===== src/rtl/cfec_pkg.sv =====
package cfec_pkg;
  // Window length of the code (constraint length).
  localparam int K_LEN = 7;
  // Tap masks: bit i is window tap T(i+1), bit 0 the newest bit.
  localparam logic [K_LEN-1:0] POLY_A = 7'b1101101; // T1 T3 T4 T6 T7
  localparam logic [K_LEN-1:0] POLY_B = 7'b1001111; // T1 T2 T3 T4 T7
  // Zero bits driven in by a flush.
  localparam int FLUSH_BITS = K_LEN - 1;
endpackage


===== src/rtl/cfec_coder.sv =====
module cfec_coder
  import cfec_pkg::*;
(
  input  logic clk,
  input  logic rst_n,
  input  logic load,      // take din into the window this cycle
  input  logic din,
  input  logic take,      // packer consumes ser_bit this cycle
  output logic ser_valid,
  output logic ser_bit,
  output logic free       // a load may happen this cycle
);
  localparam int HW = K_LEN - 1;
  localparam logic [1:0][K_LEN-1:0] POLYS = {POLY_A, POLY_B};

  logic [HW-1:0]    hist;   // hist[i] is tap T(i+2) for the next bit
  logic [K_LEN-1:0] taps;
  logic [1:0]       coded;  // coded[1] is sent first
  logic [1:0]       pair;
  logic [1:0]       pend;

  assign taps = {hist, din};

  for (genvar j = 0; j < 2; j++) begin : g_poly
    assign coded[j] = ^(taps & POLYS[j]);
  end

  assign ser_valid = (pend != 2'd0);
  assign ser_bit   = pair[1];
  assign free      = (pend == 2'd0) || (pend == 2'd1 && take);

  always_ff @(posedge clk) begin
    if (!rst_n) begin
      hist <= '0;
      pair <= '0;
      pend <= '0;
    end else if (load) begin
      hist <= {hist[HW-2:0], din};
      pair <= coded;
      pend <= 2'd2;
    end else if (take) begin
      pair <= {pair[0], 1'b0};
      pend <= pend - 2'd1;
    end
  end
endmodule


===== src/rtl/cfec_flushctl.sv =====
module cfec_flushctl
  import cfec_pkg::*;
(
  input  logic clk,
  input  logic rst_n,
  input  logic flush,
  input  logic in_valid,
  input  logic in_bit,
  input  logic free,
  input  logic ser_valid,
  input  logic pad_ack,
  output logic in_ready,
  output logic load,
  output logic load_bit,
  output logic pad_req
);
  localparam int FW = $clog2(FLUSH_BITS + 1);

  logic          busy;
  logic [FW-1:0] left;

  assign in_ready = free && !busy;
  assign load     = busy ? (left != '0 && free) : (in_valid && in_ready);
  assign load_bit = busy ? 1'b0 : in_bit;
  assign pad_req  = busy && (left == '0) && !ser_valid;

  always_ff @(posedge clk) begin
    if (!rst_n) begin
      busy <= 1'b0;
      left <= '0;
    end else if (!busy) begin
      if (flush) begin
        busy <= 1'b1;
        left <= FW'(FLUSH_BITS);
      end
    end else begin
      if (load) left <= left - 1'b1;
      if (pad_ack) busy <= 1'b0;
    end
  end
endmodule


===== src/rtl/cfec_packer.sv =====
module cfec_packer #(
  parameter int MAX_SYM_W = 5,
  localparam int WW = $clog2(MAX_SYM_W + 1)
) (
  input  logic                 clk,
  input  logic                 rst_n,
  input  logic [WW-1:0]        width_sel,
  input  logic                 bit_valid,
  input  logic                 bit_in,
  input  logic                 pad_req,
  input  logic                 out_ready,
  output logic                 take,
  output logic                 pad_ack,
  output logic                 out_valid,
  output logic [MAX_SYM_W-1:0] out_sym
);
  logic [WW-1:0]        w;
  logic [WW-1:0]        cnt;
  logic [MAX_SYM_W-1:0] acc;
  logic [MAX_SYM_W-1:0] acc_n;
  logic                 slot_free;

  always_comb begin
    if (width_sel == '0)                  w = WW'(1);
    else if (width_sel > WW'(MAX_SYM_W))  w = WW'(MAX_SYM_W);
    else                                  w = width_sel;
  end

  assign slot_free = !out_valid || out_ready;
  assign take      = bit_valid && slot_free;
  assign pad_ack   = pad_req && slot_free;
  assign acc_n     = {acc[MAX_SYM_W-2:0], bit_in};

  always_ff @(posedge clk) begin
    if (!rst_n) begin
      acc       <= '0;
      cnt       <= '0;
      out_valid <= 1'b0;
      out_sym   <= '0;
    end else begin
      if (out_valid && out_ready) out_valid <= 1'b0;
      if (take) begin
        if (cnt == w - 1'b1) begin
          out_sym   <= acc_n;
          out_valid <= 1'b1;
          acc       <= '0;
          cnt       <= '0;
        end else begin
          acc <= acc_n;
          cnt <= cnt + 1'b1;
        end
      end else if (pad_ack && cnt != '0) begin
        out_sym   <= acc << (w - cnt);
        out_valid <= 1'b1;
        acc       <= '0;
        cnt       <= '0;
      end
    end
  end
endmodule


===== src/rtl/cfec_sym_encoder.sv =====
module cfec_sym_encoder #(
  parameter int MAX_SYM_W = 5,
  localparam int WW = $clog2(MAX_SYM_W + 1)
) (
  input  logic                 clk,
  input  logic                 rst_n,
  input  logic [WW-1:0]        sym_width,
  input  logic                 flush,
  input  logic                 in_valid,
  output logic                 in_ready,
  input  logic                 in_bit,
  output logic                 out_valid,
  input  logic                 out_ready,
  output logic [MAX_SYM_W-1:0] out_sym
);
  logic load, load_bit, free, ser_valid, ser_bit, take, pad_req, pad_ack;

  cfec_coder u_coder (
    .clk(clk), .rst_n(rst_n), .load(load), .din(load_bit), .take(take),
    .ser_valid(ser_valid), .ser_bit(ser_bit), .free(free)
  );

  cfec_flushctl u_flush (
    .clk(clk), .rst_n(rst_n), .flush(flush), .in_valid(in_valid),
    .in_bit(in_bit), .free(free), .ser_valid(ser_valid), .pad_ack(pad_ack),
    .in_ready(in_ready), .load(load), .load_bit(load_bit), .pad_req(pad_req)
  );

  cfec_packer #(.MAX_SYM_W(MAX_SYM_W)) u_pack (
    .clk(clk), .rst_n(rst_n), .width_sel(sym_width), .bit_valid(ser_valid),
    .bit_in(ser_bit), .pad_req(pad_req), .out_ready(out_ready), .take(take),
    .pad_ack(pad_ack), .out_valid(out_valid), .out_sym(out_sym)
  );
endmodule


===== config.mk =====
export PLATFORM = sky130hd
export DESIGN_NAME = cfec_sym_encoder
export DESIGN_NICKNAME = d
export VERILOG_FILES = /design/src/rtl/cfec_pkg.sv /design/src/rtl/cfec_coder.sv /design/src/rtl/cfec_flushctl.sv /design/src/rtl/cfec_packer.sv /design/src/rtl/cfec_sym_encoder.sv
export SDC_FILE = /design/constraint.sdc
export NUM_CORES = 1
export LEC_CHECK = 0
export BUFFER_PORTS_ARGS = -buffer_cell sky130_fd_sc_hd__buf_4
export CAP_MARGIN = 15
export CORE_ASPECT_RATIO = 1.4
export CORE_MARGIN = 4
export CORE_UTILIZATION = 52
export DETAILED_ROUTE_END_ITERATION = 10
export PLACE_DENSITY = 0.85
export SLEW_MARGIN = 20
export SYNTH_ARGS = -nofsm -noshare
export SYNTH_HDL_FRONTEND = slang
export SYNTH_SLANG_ARGS = --single-unit

===== constraint.sdc =====
create_clock -name clk -period 2.65 [get_ports clk]
set_input_delay 0.53 -clock clk [delete_from_list [all_inputs] [get_ports clk]]
set_output_delay 0.53 -clock clk [all_outputs]
set_load 0.02 [all_outputs]

==> results of run 1 <==
[worst max-delay path, cell delays in order]
cell	delay, ns
buf_4	0.11
nand2b_1	0.16
a21oi_2	0.17
ha_1	0.19
fa_1	0.43
inv_1	0.09
mux2_2	0.32
or3_1	0.30
a311oi_1	0.26
[metal layers]
| metal | up-vias | routed length, µm | GRT usage |
|---|---|---|---|
| li1 | 717 | - | - |
| met1 | 680 | 1450 | 0.209 |
| met2 | 37 | 1950 | 0.355 |
| met3 | 5 | 155 | 0.0120 |
| met4 | 0 | 53 | 0.103 |
| met5 | - | 0 | 0 |
[registers in the layout, summed over array words and instances (netlist names)]
| name | cells |
|---|---|
| u_coder.pend | 2 |
| u_pack.acc | 5 |
| u_pack.out_sym | 5 |
| u_coder.hist | 6 |
| u_pack.out_valid | 1 |
| u_pack.cnt | 3 |
| u_coder.pair | 2 |
| u_flush.busy | 1 |
| u_flush.left | 3 |
[logic make-up after synthesis]
family,count (synthesis),share of synthesized area
XOR/XNOR,8,0.0691
adder cells (fa/ha/maj),10,0.0796
flip-flops,28,0.336
multiplexers,5,0.0308
buffers and inverters,20,0.0480
AO/OA/AOI/OAI,61,0.269
AND/OR/NAND/NOR,52,0.167
[power by group]
group	switching (µW)	leakage, µW	internal (µW)
clock	132	0.0000357	202
sequential	66.0	0.000228	500
combinational	548	0.000495	341
total	746	0.000759	1040
[through the flow]
stage | utilization | setup TNS [ns] | instances | cell area [µm²]
after detailed placement | 0.597 | -0.0495 | 236 | 1850
after CTS | 0.620 | 0 | 240 | 1920
after global placement | 0.597 | 0 | 236 | 1850
final | 0.620 | 0 | 240 | 1920
after floorplan | - | 0 | 184 | 1670
after global routing | 0.620 | 0 | 240 | 1920
[Yosys cell counts (2+ instances only)]
cell type	instances	share of area
clkbuf_1	5	0.011
a311oi_1	3	0.016
o22ai_1	2	0.0075
dfxtp_1	28	0.34
o21ai_0	10	0.030
a21o_1	2	0.0090
nor3_1	3	0.0090
a211oi_1	8	0.036
ha_1	9	0.068
a21oi_1	14	0.042
nand3_1	9	0.027
or3_1	3	0.011
buf_2	3	0.0090
nand2_1	6	0.014
nor2b_1	5	0.019
a32oi_1	7	0.037
nand2b_1	4	0.015
inv_1	11	0.025
mux2i_1	4	0.024
xnor2_1	5	0.026
nor2_1	15	0.034
[worst min path at each step]
stage | startpoint | endpoint | slack (ns) | depth (start not counted)
after floorplan | u_coder.hist[3]$_SDFFE_PN0P_ | u_coder.hist[4]$_SDFFE_PN0P_ | 0.44 | 2
after global placement | u_coder.hist[3]$_SDFFE_PN0P_ | u_coder.hist[4]$_SDFFE_PN0P_ | 0.45 | 2
after detailed placement | u_coder.hist[3]$_SDFFE_PN0P_ | u_coder.hist[4]$_SDFFE_PN0P_ | 0.47 | 2
after CTS | u_coder.hist[3]$_SDFFE_PN0P_ | u_coder.hist[4]$_SDFFE_PN0P_ | 0.48 | 2
after global routing | u_coder.hist[3]$_SDFFE_PN0P_ | u_coder.hist[4]$_SDFFE_PN0P_ | 0.50 | 2
final | u_coder.hist[3]$_SDFFE_PN0P_ | u_coder.hist[4]$_SDFFE_PN0P_ | 0.48 | 2
[final cells by class]
cell class	count	area share
tap	39	0.0255
clock buffer	3	0.0215
timing repair buffer	22	0.0862
clock inverter	1	0.0157
sequential	28	0.292
multi-input combinational	136	0.537
inverter	11	0.0215
==> impl_metrics.env, run 1 <==
export IMPL_synth_seq_cells=28
export IMPL_ys_seq_area_frac=0.336
export IMPL_cp_endpoint="u_pack.out_sym[2]$_SDFFE_PN0P_"
export IMPL_fin_crit_sh=0.900
export IMPL_grt_total_usage=0.187
export IMPL_critical_path_arrival_ns=2.57
export IMPL_synthesis_area_um2=1670
export IMPL_min_period_ns=2.39
export IMPL_drt_iter0_markers=30
export IMPL_dp_hpwl_um=2760
export IMPL_routed_wl_um=3610
export IMPL_cp_end_kind="flip-flop"
export IMPL_outcome="completed"
export IMPL_maxSlewHeadroom=0.374
export IMPL_tightest_slew_ns=0.938
export IMPL_cts_buffers=3
export IMPL_whs_ns=0.484
export IMPL_crit_fanout=3
export IMPL_clockBufferDepth=2
export IMPL_r2r_start="u_pack.cnt[0]$_SDFFE_PN0P_"
export IMPL_max_vdd_ir_drop_uv=722
export IMPL_clk_pin_slew_ns=0.09
export IMPL_via_per_inst=6.00
export IMPL_r2r_cells=6
export IMPL_grt_setup_unrepaired="no"
export IMPL_regArea_um2=561
export IMPL_drc=0
export IMPL_synth_edff_count=0
export IMPL_yosysWarnings=0
export IMPL_clock_sinks=28
export IMPL_grt_pass1_vias=1462
export IMPL_num_rows=24
export IMPL_area_growth_pct=15.0
export IMPL_place_gp_congestion=0.833
export IMPL_routedWlPerCell_um=15.0
export IMPL_cts_tree="done"
export IMPL_setup_viol=0
export IMPL_core_area_um2=3090
export IMPL_p_total_uw=1790
export IMPL_dr_pass1_iters=5
export IMPL_worst_slack_ns=0.264
export IMPL_ys_types=49
export IMPL_rrSetupSlack_ns=0.52
export IMPL_grt_max_degree=18
export IMPL_die_area_um2=4190
export IMPL_cts_hold_buf=0
export IMPL_maxSlewViolCount=0
export IMPL_io_pins=16
export IMPL_hp_class="flip-flop to flip-flop"
export IMPL_vias=1439
export IMPL_avgSynthCellArea_um2=9.06
export IMPL_final_common_cell="dfxtp_1"
export IMPL_most_common_layout_cells="dfxtp_1 (28), buf_4 (22), nor2_1 (15)"
export IMPL_worstSkewPairLatency_ns=0.28
export IMPL_post_cts_resized=0
export IMPL_drive_gt1_frac=0.174
export IMPL_nFillCells=277
export IMPL_die_y_um=75.0
export IMPL_cp_required_ns=2.84
export IMPL_cts_setup_buffers=0
export IMPL_pre_cts_ws_ns=-0.0495
export IMPL_antenna_found_initial=0
export IMPL_cts_root_buf="clkbuf_8"
export IMPL_initial_utilization=0.539
export IMPL_drv_cap=0
export IMPL_skew_ns=0.00288
export IMPL_port_buffers=15
export IMPL_grt_pass1_wl_um=6310
export IMPL_p_per_area_nw_per_um2=933
export IMPL_die_w_um=55.8
export IMPL_hold_viol=0
export IMPL_synth_flop_cell="dfxtp_1"
export IMPL_async_reset_ff_frac=0
export IMPL_p_leak_uw=0.000759
export IMPL_crit_path_start_kind="input port"
export IMPL_synthCells=184
export IMPL_htreeDepth=1
export IMPL_gr_total_overflow=0
export IMPL_cp_startpoint="sym_width[2]"
export IMPL_path_class="input port to flip-flop"
export IMPL_fmax_mhz=419
export IMPL_syn_num_nets=203
export IMPL_fin_nets=221
export IMPL_ant_nets=0
export IMPL_diodes=0
export IMPL_multi_input_area_um2=1030
export IMPL_r2r_end="u_pack.out_sym[2]$_SDFFE_PN0P_"
Power figures use the tool's default switching activity.
==> run 2: changes to the inputs <==
--- a/config.mk
+++ b/config.mk
@@ -9,9 +9,10 @@
 export CAP_MARGIN = 15
 export CORE_ASPECT_RATIO = 1.4
 export CORE_MARGIN = 4
-export CORE_UTILIZATION = 52
+export CORE_UTILIZATION = 63
+export CTS_CLUSTER_DIAMETER = 80
 export DETAILED_ROUTE_END_ITERATION = 10
-export PLACE_DENSITY = 0.85
+export PLACE_DENSITY = 0.95
 export SLEW_MARGIN = 20
 export SYNTH_ARGS = -nofsm -noshare
 export SYNTH_HDL_FRONTEND = slang
==> constraint.sdc (replaced) <==
create_clock -name clk -period 3.1 [get_ports clk]
set_input_delay 0.62 -clock clk [delete_from_list [all_inputs] [get_ports clk]]
set_output_delay 0.62 -clock clk [all_outputs]
set_load 0.02 [all_outputs]
==> run 2 against run 1 <==
Against the previous run:
- register-to-register slack improved by 0.33 ns
- routed wire length increased by 2.0%
- flip-flop and latch count is the same
- via count is 1.0% higher
- sequential power decreased by 14%
- combinational power is 17% lower
- non-clock buffer count fell by 4
- hold slack better by 0.00067 ns
- power shrank 18%
- clock power decreased by 27%
==> impl_metrics.env, run 2 (same netlist as run 1, synthesis figures left out) <==
export IMPL_gr_total_overflow=0
export IMPL_met1_usage=0.235
export IMPL_top_register="u_coder.hist"
export IMPL_htreeDepth=1
export IMPL_drt_iter0_markers=54
export IMPL_slowest_delay_ns=0.49
export IMPL_maxSlewHeadroom=0.401
export IMPL_grt_setup_unrepaired="no"
export IMPL_grt_pass1_wl_um=6040
export IMPL_antenna_found_initial=0
export IMPL_p_per_area_nw_per_um2=792
export IMPL_grt_total_usage=0.226
export IMPL_post_cts_resized=0
export IMPL_cts_buffers=3
export IMPL_skew_ns=0.0134
export IMPL_drv_cap=0
export IMPL_port_buffers=15
export IMPL_final_common_cell="dfxtp_1"
export IMPL_cts_root_buf="clkbuf_4"
export IMPL_p_leak_uw=0.000732
export IMPL_critPathBufInv=2
export IMPL_crit_path_start_kind="input port"
export IMPL_initial_utilization=0.675
export IMPL_cp_cell_sequence="buf_4 -> nand2b_1 -> a21oi_1 -> ha_1 -> fa_1 -> inv_1 -> mux2_2 -> or3_1 -> a311oi_1"
export IMPL_tightest_slew_ns=0.897
export IMPL_fin_crit_sh=0.855
export IMPL_grt_max_degree=17
export IMPL_cp_slowest_cell="fa_1"
export IMPL_maxSlewViolCount=0
export IMPL_min_period_ns=2.65
export IMPL_die_w_um=51.5
export IMPL_hold_viol=0
export IMPL_fin_nets=217
export IMPL_grtUsageMet2=0.433
export IMPL_clockBufferDepth=2
export IMPL_gr_usage_met3=0.0215
export IMPL_path_class="input port to flip-flop"
export IMPL_routed_wl_um=3680
export IMPL_diodes=0
export IMPL_setup_viol=0
export IMPL_final_util=0.752
export IMPL_core_area_um2=2470
export IMPL_drc=0
export IMPL_clock_sinks=28
export IMPL_crit_fanout=5
export IMPL_most_common_layout_cells="dfxtp_1 (28), buf_4 (18), nor2_1 (15)"
export IMPL_outcome="completed"
export IMPL_die_y_um=68.9
export IMPL_io_pins=16
export IMPL_cts_tree="done"
export IMPL_num_rows=21
export IMPL_cp_required_ns=3.37
export IMPL_largest_reg_flops=6
export IMPL_setup_tns_ns=0
export IMPL_fmax_mhz=377
export IMPL_drive_gt1_frac=0.152
export IMPL_cp_end_kind="flip-flop"
export IMPL_via_per_inst=6.29
export IMPL_dp_hpwl_um=2810
export IMPL_p_total_uw=1470
export IMPL_grt_busiest_layer="met2"
export IMPL_cts_setup_buffers=0
export IMPL_whs_ns=0.484
export IMPL_dr_pass1_iters=4
export IMPL_grt_pass1_vias=1432
export IMPL_critical_path_arrival_ns=2.92
export IMPL_vias=1454
export IMPL_cts_hold_buf=0
export IMPL_place_gp_congestion=0.959
export IMPL_crit_family="adder cells"
export IMPL_ant_nets=0
export IMPL_top_regs="u_coder.hist: 6 flops, u_pack.acc: 5 flops, u_pack.out_sym: 5 flops"
export IMPL_area_growth_pct=11.5
export IMPL_die_area_um2=3540
export IMPL_clk_pin_slew_ns=0.16
export IMPL_max_vdd_ir_drop_uv=449
export IMPL_hp_class="flip-flop to flip-flop"
export IMPL_routedWlPerCell_um=15.9
export IMPL_worstSkewPairLatency_ns=0.35
## run 2: cell count changes in the layout (fill, tap and decap cells not counted)
cell      before  now
buf_4         22   18
clkbuf_4       0    3
clkbuf_8       3    0
a21oi_1       13   14
a21oi_2        2    1
## run 2: per-layer routing
metal / wire [µm] / vias up
li1: - / 711
met1: 1460 / 698
met2: 1990 / 34
met3: 128 / 11
met4: 100 / 0
met5: 0 / -
## run 2: path summary, 6_finish.rpt
kind | startpoint | to | slack (ns) | cells past startpoint
max | sym_width[2] | u_pack.out_sym[2]$_SDFFE_PN0P_ | 0.45 | 9
min | u_coder.hist[3]$_SDFFE_PN0P_ | u_coder.hist[4]$_SDFFE_PN0P_ | 0.48 | 2
max reg2reg | u_pack.cnt[0]$_SDFFE_PN0P_ | u_pack.out_sym[2]$_SDFFE_PN0P_ | 0.85 | 6
min reg2reg | u_coder.hist[3]$_SDFFE_PN0P_ | u_coder.hist[4]$_SDFFE_PN0P_ | 0.48 | 2
## run 2: through the flow
step	instance area [µm²]	worst slack [ns]	std cells
2_1_floorplan	1670	0.349	184
6_report	1860	0.449	231
4_1_cts	1860	0.441	231
3_5_place_dp	1810	0.0743	227
5_1_grt	1860	0.322	231
3_3_place_gp	1810	0.218	227
## run 2: worst min-delay path, stage by stage (launching register included)
cell	delay, ns
dfxtp_1	0.34
nand3_1	0.06
a21oi_1	0.06
## run 2: final cells by class
cell class	instances	area, µm²
clock inverters	1	30.0
fillers	191	612
multi-input cells	136	1030
well taps	34	42.5
inverters	11	41.3
clock buffers	3	22.5
repair buffers	18	135
flip-flops and latches	28	561
## run 2: where the power goes
part | total, µW | internal [µW] | switching [µW]
combinational | 742 | 281 | 462
sequential | 485 | 428 | 57.7
clock | 244 | 131 | 113
total | 1470 | 839 | 632
